## src/rtl/can_spi_regif_pkg.sv

```systemverilog
package can_spi_regif_pkg;

  localparam int BYTE_W = 8;
  typedef logic [BYTE_W-1:0] byte_t;

  // opcode values
  localparam byte_t OP_MRESET = 8'h56;
  localparam byte_t OP_WR_C0  = 8'h14;
  localparam byte_t OP_RD_C0  = 8'hD2;
  localparam byte_t OP_WR_C1  = 8'h16;
  localparam byte_t OP_RD_C1  = 8'hD4;
  localparam byte_t OP_WR_T0  = 8'h18;
  localparam byte_t OP_RD_T0  = 8'hD6;
  localparam byte_t OP_WR_T1  = 8'h1A;
  localparam byte_t OP_RD_T1  = 8'hD8;
  localparam byte_t OP_WR_IE  = 8'h1C;
  localparam byte_t OP_RD_IF  = 8'hDE;
  localparam byte_t OP_RD_EF  = 8'hDC;
  localparam byte_t OP_RD_ST  = 8'hE2;
  localparam byte_t OP_RD_REC = 8'hEA;
  localparam byte_t OP_RD_TEC = 8'hEC;
  localparam byte_t OP_FIFO_W = 8'h12;
  localparam byte_t OP_FIFO_R = 8'h48;

  localparam byte_t CTRL0_RST = 8'h80;  // init mode in bits 7:5
  localparam byte_t STAT_RST  = 8'h82;

  typedef enum logic [3:0] {
    SEL_NONE, SEL_C0, SEL_C1, SEL_T0, SEL_T1, SEL_IE,
    SEL_IF, SEL_EF, SEL_ST, SEL_REC, SEL_TEC
  } reg_sel_e;

  typedef enum logic [2:0] {
    K_NONE, K_RESET, K_WRITE, K_READ, K_FWR, K_FRD
  } op_kind_e;

  typedef enum logic [2:0] {
    PH_OP, PH_WDATA, PH_FWR, PH_FRD, PH_SKIP
  } phase_e;

  typedef struct packed {
    op_kind_e kind;
    reg_sel_e sel;
  } op_dec_t;

  function automatic op_dec_t decode_op(byte_t op);
    op_dec_t d;
    d = '{kind: K_NONE, sel: SEL_NONE};
    case (op)
      OP_MRESET: d.kind = K_RESET;
      OP_WR_C0:  d = '{kind: K_WRITE, sel: SEL_C0};
      OP_WR_C1:  d = '{kind: K_WRITE, sel: SEL_C1};
      OP_WR_T0:  d = '{kind: K_WRITE, sel: SEL_T0};
      OP_WR_T1:  d = '{kind: K_WRITE, sel: SEL_T1};
      OP_WR_IE:  d = '{kind: K_WRITE, sel: SEL_IE};
      OP_RD_C0:  d = '{kind: K_READ, sel: SEL_C0};
      OP_RD_C1:  d = '{kind: K_READ, sel: SEL_C1};
      OP_RD_T0:  d = '{kind: K_READ, sel: SEL_T0};
      OP_RD_T1:  d = '{kind: K_READ, sel: SEL_T1};
      OP_RD_IF:  d = '{kind: K_READ, sel: SEL_IF};
      OP_RD_EF:  d = '{kind: K_READ, sel: SEL_EF};
      OP_RD_ST:  d = '{kind: K_READ, sel: SEL_ST};
      OP_RD_REC: d = '{kind: K_READ, sel: SEL_REC};
      OP_RD_TEC: d = '{kind: K_READ, sel: SEL_TEC};
      OP_FIFO_W: d.kind = K_FWR;
      OP_FIFO_R: d.kind = K_FRD;
      default:   d.kind = K_NONE;
    endcase
    return d;
  endfunction

  // bit-timing field arithmetic: stored values are "minus one"
  function automatic logic [2:0] sjw_of(byte_t t0);
    return 3'(t0[7:6]) + 3'd1;
  endfunction
  function automatic logic [6:0] brp_of(byte_t t0);
    return 7'(t0[5:0]) + 7'd1;
  endfunction
  function automatic logic [4:0] tseg1_of(byte_t t1);
    return 5'(t1[3:0]) + 5'd1;
  endfunction
  function automatic logic [3:0] tseg2_of(byte_t t1);
    return 4'(t1[6:4]) + 4'd1;
  endfunction

endpackage

```

## src/rtl/can_spi_regif_link.sv

```systemverilog
module can_spi_regif_link #(
  parameter int W           = 8,
  parameter int SYNC_STAGES = 2
) (
  input  logic         clk,
  input  logic         rst_n,
  input  logic         spi_sck,
  input  logic         spi_cs_n,
  input  logic         spi_mosi,
  output logic         spi_miso,
  output logic         frame_idle,
  output logic         byte_done,
  output logic [W-1:0] rx_byte,
  input  logic         tx_load,
  input  logic [W-1:0] tx_data
);
  localparam int CW = $clog2(W);

  // {mosi, cs_n, sck}
  logic [2:0] sync_q [SYNC_STAGES];
  logic       sck_s, cs_s, mosi_s, sck_q;
  logic       rise, fall;
  logic [CW-1:0] cnt_q;
  logic [W-1:0]  rx_q, tx_q;

  always_ff @(posedge clk or negedge rst_n) begin
    if (!rst_n) begin
      for (int s = 0; s < SYNC_STAGES; s++) sync_q[s] <= 3'b010;
    end else begin
      sync_q[0] <= {spi_mosi, spi_cs_n, spi_sck};
      for (int s = 1; s < SYNC_STAGES; s++) sync_q[s] <= sync_q[s-1];
    end
  end

  assign sck_s  = sync_q[SYNC_STAGES-1][0];
  assign cs_s   = sync_q[SYNC_STAGES-1][1];
  assign mosi_s = sync_q[SYNC_STAGES-1][2];
  assign rise   = sck_s & ~sck_q;
  assign fall   = ~sck_s & sck_q;

  always_ff @(posedge clk or negedge rst_n) begin
    if (!rst_n) begin
      sck_q     <= 1'b0;
      cnt_q     <= '0;
      rx_q      <= '0;
      tx_q      <= '0;
      byte_done <= 1'b0;
      rx_byte   <= '0;
    end else begin
      sck_q     <= sck_s;
      byte_done <= 1'b0;
      if (cs_s) begin
        cnt_q <= '0;
        tx_q  <= '0;
      end else begin
        if (rise) begin
          rx_q  <= {rx_q[W-2:0], mosi_s};
          cnt_q <= cnt_q + 1'b1;
          if (cnt_q == CW'(W-1)) begin
            byte_done <= 1'b1;
            rx_byte   <= {rx_q[W-2:0], mosi_s};
          end
        end
        // first fall after a byte boundary keeps the freshly loaded MSB
        if (tx_load) tx_q <= tx_data;
        else if (fall && cnt_q != '0) tx_q <= {tx_q[W-2:0], 1'b0};
      end
    end
  end

  assign spi_miso   = tx_q[W-1];
  assign frame_idle = cs_s;
endmodule

```

## src/rtl/can_spi_regif_regs.sv

```systemverilog
module can_spi_regif_regs
  import can_spi_regif_pkg::*;
(
  input  logic     clk,
  input  logic     rst_n,
  input  logic     mreset,
  input  logic     wr_en,
  input  reg_sel_e wr_sel,
  input  byte_t    wr_data,
  input  reg_sel_e rd_sel,
  input  logic     rd_strobe,
  input  logic     stat_upd,
  input  byte_t    stat_in,
  input  byte_t    int_set,
  input  byte_t    err_set,
  input  byte_t    rec_in,
  input  byte_t    tec_in,
  output byte_t    ctrl0,
  output byte_t    ctrl1,
  output byte_t    btr0,
  output byte_t    btr1,
  output byte_t    inte,
  output byte_t    stat,
  output byte_t    intf,
  output byte_t    errf,
  output byte_t    rd_val,
  output logic     int_clr,
  output logic     err_clr
);
  assign int_clr = rd_strobe && rd_sel == SEL_IF;
  assign err_clr = rd_strobe && rd_sel == SEL_EF;

  always_ff @(posedge clk or negedge rst_n) begin
    if (!rst_n) begin
      ctrl0 <= CTRL0_RST; ctrl1 <= '0; btr0 <= '0; btr1 <= '0; inte <= '0;
      stat  <= STAT_RST;  intf  <= '0; errf <= '0;
    end else begin
      if (mreset) begin
        ctrl0 <= CTRL0_RST; ctrl1 <= '0; btr0 <= '0; btr1 <= '0; inte <= '0;
        stat  <= STAT_RST;
        intf  <= int_set;
      end else begin
        if (wr_en) begin
          case (wr_sel)
            SEL_C0:  ctrl0 <= wr_data;
            SEL_C1:  ctrl1 <= wr_data;
            SEL_T0:  btr0  <= wr_data;
            SEL_T1:  btr1  <= wr_data;
            SEL_IE:  inte  <= wr_data;
            default: ;
          endcase
        end
        if (stat_upd) stat <= stat_in;
        intf <= (int_clr ? '0 : intf) | int_set;
      end
      errf <= (err_clr ? '0 : errf) | err_set;
    end
  end

  always_comb begin
    case (rd_sel)
      SEL_C0:  rd_val = ctrl0;
      SEL_C1:  rd_val = ctrl1;
      SEL_T0:  rd_val = btr0;
      SEL_T1:  rd_val = btr1;
      SEL_IF:  rd_val = intf;
      SEL_EF:  rd_val = errf;
      SEL_ST:  rd_val = stat;
      SEL_REC: rd_val = rec_in;
      SEL_TEC: rd_val = tec_in;
      default: rd_val = '0;
    endcase
  end
endmodule

```

## src/rtl/can_spi_regif.sv

```systemverilog
module can_spi_regif
  import can_spi_regif_pkg::*;
#(
  parameter int SYNC_STAGES = 2
) (
  input  logic       clk,
  input  logic       rst_n,
  input  logic       spi_sck,
  input  logic       spi_cs_n,
  input  logic       spi_mosi,
  output logic       spi_miso,
  input  logic       stat_upd,
  input  logic [7:0] stat_in,
  input  logic [7:0] int_set,
  input  logic [7:0] err_set,
  input  logic [7:0] rec_in,
  input  logic [7:0] tec_in,
  output logic       fifo_wr_valid,
  output logic [7:0] fifo_wr_data,
  output logic       fifo_rd_take,
  input  logic [7:0] fifo_rd_data,
  output logic [2:0] cfg_mode,
  output logic       cfg_tx_en,
  output logic [7:0] cfg_int_en,
  output logic       cfg_triple,
  output logic [2:0] cfg_sjw,
  output logic [6:0] cfg_brp,
  output logic [4:0] cfg_tseg1,
  output logic [3:0] cfg_tseg2
);
  // named internal events, observed by the bound checker
  logic     frame_idle, byte_done, tx_load, rd_strobe, wr_en, mreset_evt;
  logic     reload_q, int_clr, err_clr;
  byte_t    rx_byte, tx_data, rd_val;
  byte_t    ctrl0, ctrl1, btr0, btr1, inte, stat, intf, errf;
  reg_sel_e rd_sel, wsel_q, wsel_nxt;
  phase_e   phase_q, phase_nxt;
  op_dec_t  dec;

  can_spi_regif_link #(.W(BYTE_W), .SYNC_STAGES(SYNC_STAGES)) link_i (
    .clk(clk), .rst_n(rst_n), .spi_sck(spi_sck), .spi_cs_n(spi_cs_n),
    .spi_mosi(spi_mosi), .spi_miso(spi_miso), .frame_idle(frame_idle),
    .byte_done(byte_done), .rx_byte(rx_byte), .tx_load(tx_load), .tx_data(tx_data)
  );

  can_spi_regif_regs regs_i (
    .clk(clk), .rst_n(rst_n), .mreset(mreset_evt), .wr_en(wr_en), .wr_sel(wsel_q),
    .wr_data(rx_byte), .rd_sel(rd_sel), .rd_strobe(rd_strobe), .stat_upd(stat_upd),
    .stat_in(stat_in), .int_set(int_set), .err_set(err_set), .rec_in(rec_in),
    .tec_in(tec_in), .ctrl0(ctrl0), .ctrl1(ctrl1), .btr0(btr0), .btr1(btr1),
    .inte(inte), .stat(stat), .intf(intf), .errf(errf), .rd_val(rd_val),
    .int_clr(int_clr), .err_clr(err_clr)
  );

  assign dec = decode_op(rx_byte);

  always_comb begin
    tx_load       = 1'b0;
    tx_data       = '0;
    rd_strobe     = 1'b0;
    rd_sel        = SEL_NONE;
    wr_en         = 1'b0;
    mreset_evt    = 1'b0;
    fifo_wr_valid = 1'b0;
    fifo_rd_take  = 1'b0;
    phase_nxt     = phase_q;
    wsel_nxt      = wsel_q;
    if (reload_q) begin
      tx_load = 1'b1;
      tx_data = fifo_rd_data;
    end
    if (byte_done) begin
      case (phase_q)
        PH_OP: begin
          tx_load   = 1'b1;
          phase_nxt = PH_SKIP;
          case (dec.kind)
            K_RESET: mreset_evt = 1'b1;
            K_WRITE: begin wsel_nxt = dec.sel; phase_nxt = PH_WDATA; end
            K_READ:  begin rd_sel = dec.sel; rd_strobe = 1'b1; tx_data = rd_val; end
            K_FWR:   phase_nxt = PH_FWR;
            K_FRD:   begin tx_data = fifo_rd_data; phase_nxt = PH_FRD; end
            default: ;
          endcase
        end
        PH_WDATA: begin tx_load = 1'b1; wr_en = 1'b1; phase_nxt = PH_SKIP; end
        PH_FWR:   begin tx_load = 1'b1; fifo_wr_valid = 1'b1; end
        PH_FRD:   fifo_rd_take = 1'b1;
        default:  tx_load = 1'b1;
      endcase
    end
    if (frame_idle) phase_nxt = PH_OP;
  end

  always_ff @(posedge clk or negedge rst_n) begin
    if (!rst_n) begin
      phase_q  <= PH_OP;
      wsel_q   <= SEL_NONE;
      reload_q <= 1'b0;
    end else begin
      phase_q  <= phase_nxt;
      wsel_q   <= wsel_nxt;
      reload_q <= fifo_rd_take && !frame_idle;
    end
  end

  assign fifo_wr_data = rx_byte;
  assign cfg_mode     = ctrl0[7:5];
  assign cfg_tx_en    = ctrl1[7];
  assign cfg_int_en   = inte;
  assign cfg_triple   = btr1[7];
  assign cfg_sjw      = sjw_of(btr0);
  assign cfg_brp      = brp_of(btr0);
  assign cfg_tseg1    = tseg1_of(btr1);
  assign cfg_tseg2    = tseg2_of(btr1);
endmodule

```

## config.mk

```make
export PLATFORM = sky130hd
export DESIGN_NAME = can_spi_regif
export DESIGN_NICKNAME = d
export VERILOG_FILES = /design/src/rtl/can_spi_regif_pkg.sv /design/src/rtl/can_spi_regif_link.sv /design/src/rtl/can_spi_regif_regs.sv /design/src/rtl/can_spi_regif.sv
export SDC_FILE = /design/constraint.sdc
export NUM_CORES = 1
export LEC_CHECK = 0
export CELL_PAD_IN_SITES_DETAIL_PLACEMENT = 2
export CELL_PAD_IN_SITES_GLOBAL_PLACEMENT = 2
export CORE_ASPECT_RATIO = 1.4
export CORE_MARGIN = 2
export CORE_UTILIZATION = 40
export CTS_BUF_LIST = sky130_fd_sc_hd__clkbuf_16
export DETAILED_ROUTE_END_ITERATION = 8
export DONT_BUFFER_PORTS = 1
export PLACE_DENSITY_LB_ADDON = 0.1
export SLEW_MARGIN = 10
export SYNTH_ARGS = -nofsm -noshare
export SYNTH_HDL_FRONTEND = slang
export SYNTH_SLANG_ARGS = --single-unit
export TNS_END_PERCENT = 50
```

## constraint.sdc

```tcl
create_clock -name clk -period 3.2 [get_ports clk]
set_clock_uncertainty 0.2 [all_clocks]
set_input_delay 0.32 -clock clk [delete_from_list [all_inputs] [get_ports clk]]
set_output_delay 0.32 -clock clk [all_outputs]
set_load 0.005 [all_outputs]
```

==> impl_results.md <==
- Status: finished clean
- Startpoint type of the worst setup path: flop
- Post-synthesis adder-cell area fraction: under 10%
- Hold Vio Cnt, Final: 0
- Largest net degree at the start of global routing: 107
- Initial Util: approximately two fifths
- Core footprint: 13,500 um^2
- Number of flops mapped to enable cells by yosys: 0
- First-pass GRT wire length: 32.3 mm
- Total number of vias: 4,633
- Share of layout cells above drive strength 1: 23.0%
- Drt initial violations: 180
- Mapped Cells: 528
- WS Path Type: reg2reg
- Pins Over Slew Limit: 0
- Setup crit end kind: flop
- Minimum clock period: between 3000 and 4000 ps
- Worst-skew pair later-pin latency: 360 ps
- Xor/xnor cell area share of the yosys netlist: between 1 and 1.5%
- Simple-gate share of the synthesized area: 16.1%
- FF+latch count, synth: 106
- Worst min path class: in2reg
- Gr ovfl total: 0
- Cell depth of the worst hold path: 2
- Die ar.: 14,800 um^2
- Placed cell area: 6020 um^2
- DR pass1 iterations: 4
- Final setup vio count: 0
- Unrepaired setup endpoints after global routing: no
- Worst Tran Pin Value: 753 ps
- Tcrit/Tclk final: 95.5%
- Most used DFF post-synth: dfrtp_1
- Row cnt: 50
- Clock Path Buffers: 2
- Synth cell types: 73
- FMAX: 0.327 GHz
- MaxCap Viol Count: 0
- Net count, final: 662
- Clock root buffer: clkbuf_16
- Total Power: 2740 uW
- Syn_nets: 589
- Synthesized area: roughly 5500 um^2
- Min Hold Slack: 16.0 ps
- GRT Total Usage: 30.1%
- Drt wl/cell: 26.8 um
- Routed vias/inst: 5.89
- Vias in the first global route: 5,338
- Fin util: between 50% and 60%
- Die H: 143 um
- Leakage: 0.00286 uW
- CTS tree: built
- Reg2reg path depth: 7
- Post-synthesis compound-gate area fraction: 17.0%
- Power density cells: 405 nW/um^2
- Initial antenna violation count: 0
- Clock sinks: 106
- WP data required: 3290 ps
- Ys async rst share: 100%
- Main combinational cell family by area after synthesis: compound AO/OA/AOI/OAI gates
- Worst IR Drop VDD: 249 uV
- Residual DRC: 0
- Mean post-synth cell area: approximately 10 um^2
- Mux contribution to synthesized area: 12.3%
- Antenna-violating nets left: 0
- Clk slew on worst S/H paths: 70 ps
- Number of diodes: 0
- Total negative slack: 0 ps
- Sequential area share after synthesis: 48.1%
- Worst path max stage delay: approximately 710 ps
- Port-buffer cells: 0
- Gpl congestion: 0.865
- Crit path DAT: around 3100 ps
- Slowest CP cell: or4b_1
- Crit path cell chain: or4b_1 -> a2111o_1 -> nor4_4 -> and3_2 -> nand2_1 -> a41o_1 -> a21oi_1
- Max-slew headroom: 49.7%
- Area growth syn-to-layout: 22.2%
- WL final: 21.1 mm
- Synth Warn #: 0
- I/O pin count: 97
- CTS buffer count: 9
- Die Wd: 103 um
- Worst-path maximum fanout: 7
- HPWL Detailed: around 15 mm
- Fin area: 6750 um^2
- CTS HTree Levels: 3
[report_power, final]
part / total (uW) / internal [uW] / switching [uW]
registers: 1430 / 1390 / 38.9
logic: 144 / 81.2 / 62.9
clock network: 1160 / 614 / 546
total: 2740 / 2090 / 647
[stage by stage]
step                setup WS [ps]  std cells
detailed placement          -36.5        733
global route                 7.82        787
global placement             75.7        733
floorplan                     411        528
finish                        144        787
CTS                           105        787
[cell usage after synthesis (all sizes together) (2+ instances only)]
cell type	n	area share, %
mux2i	15	2.7
nand3b	6	0.81
or4b	3	0.54
a32o	2	0.36
a32oi	2	0.32
clkbuf	15	1.0
inv	16	1.1
a21o	18	2.4
nand2b	10	1.1
xor2	4	0.63
o31ai	4	0.54
xnor2	5	0.79
o21a	2	0.27
or2	2	0.23
a21oi	26	2.4
nand2	47	3.2
nand3	11	1.0
and3	4	0.45
or3	3	0.34
a211o	2	0.32
a31oi	9	1.0
nand4	2	0.23
nor4	6	0.95
o22ai	2	0.34
a31o	4	0.63
a211oi	4	0.54
mux2	47	9.6
a2111oi	2	0.54
dfrtp	101	46
a222oi	2	0.36
ha	7	1.6
nor2	35	2.4
dfstp	5	2.4
nor2b	12	1.4
a22o	3	0.48
nor3	12	1.1
o32ai	2	0.45
a22oi	4	0.54
a21boi	2	0.27
or3b	2	0.32
buf	13	1.4
a221oi	9	1.4
o21ai	20	1.8
and2	6	0.68
[state kept, by name (all words and copies together), names as in the netlist]
signal,flops
link_i.rx_byte,8
link_i.tx_q,8
regs_i.btr0,8
regs_i.btr1,8
regs_i.ctrl0,8
regs_i.ctrl1,8
regs_i.errf,8
regs_i.inte,8
regs_i.intf,8
regs_i.stat,8
link_i.rx_q,7
wsel_q,4
link_i.cnt_q,3
link_i.sync_q,3
phase_q,3
link_i.byte_done,1
link_i.frame_idle,1
link_i.mosi_s,1
link_i.sck_q,1
link_i.sck_s,1
reload_q,1
[cell families after synthesis]
family / Yosys count
AO/OA/AOI/OAI: 131
XOR/XNOR: 9
adder cells (fa/ha/maj): 7
buffers and inverters: 44
flip-flops: 106
multiplexers: 62
AND/OR/NAND/NOR: 169
[area by class of cell]
type | count | area, um^2
repair buffers | 90 | 791
fillers | 1372 | 6700
flip-flops and latches | 106 | 2660
clock buffers | 9 | 225
well taps | 182 | 228
clock inverters | 6 | 75.1
inverters | 16 | 60.1
multi-input cells | 378 | 2720
[metal layers]
| metal | up-vias | routed length, um | global-route usage, % | share of wire (%) |
|---|---|---|---|---|
| met3 | 39 | 958 | 5.24 | 4.5 |
| met4 | 0 | 758 | 12.1 | 3.6 |
| li1 | 2074 | - | - | - |
| met2 | 131 | 11100 | 53.9 | 53 |
| met5 | - | 0 | 0 | 0 |
| met1 | 2389 | 8280 | 34.6 | 39 |
[worst max-delay path, delay by kind of cell, from the launching register on]
family           cells  cell delay (ps)
AO/OA/AOI/OAI        3              900
AND/OR/NAND/NOR      4             1410
flip-flops           1              460
[path summary, 6_finish.rpt]
path / to / slack [ps] / start
max: link_i.tx_q[1] / 140 / phase_q[1]
min: link_i.tx_q[2] / 20 / fifo_rd_data[2]
max reg2reg: link_i.tx_q[1] / 140 / phase_q[1]
min reg2reg: link_i.mosi_s / 150 / link_i.sync_q[5]
max in group asynchronous: regs_i.ctrl0[6] / 1990 / rst_n
min in group asynchronous: link_i.sync_q[3] / 350 / rst_n
[cell usage in the layout, fill, tap and decap left out, drive strengths merged, types with 12 or more instances in the layout]
master	netlist	routed
dfrtp	101	101
buf	13	52
a21oi	26	26
mux2	47	47
nor3	12	12
nand2	47	47
nor2b	12	12
a21o	18	18
o21ai	20	20
inv	16	18
mux2i	15	15
nor2	35	35
dlygate4sd3	0	38
[timing repair]
action,CTS,global route
pin swaps,0,0
endpoints found under the hold margin,136,0
setup endpoints to repair,2,4
buffers inserted,0,0
hold buffers,39,0
gates resized for setup,2,2
Power figures use the tool's default switching activity.
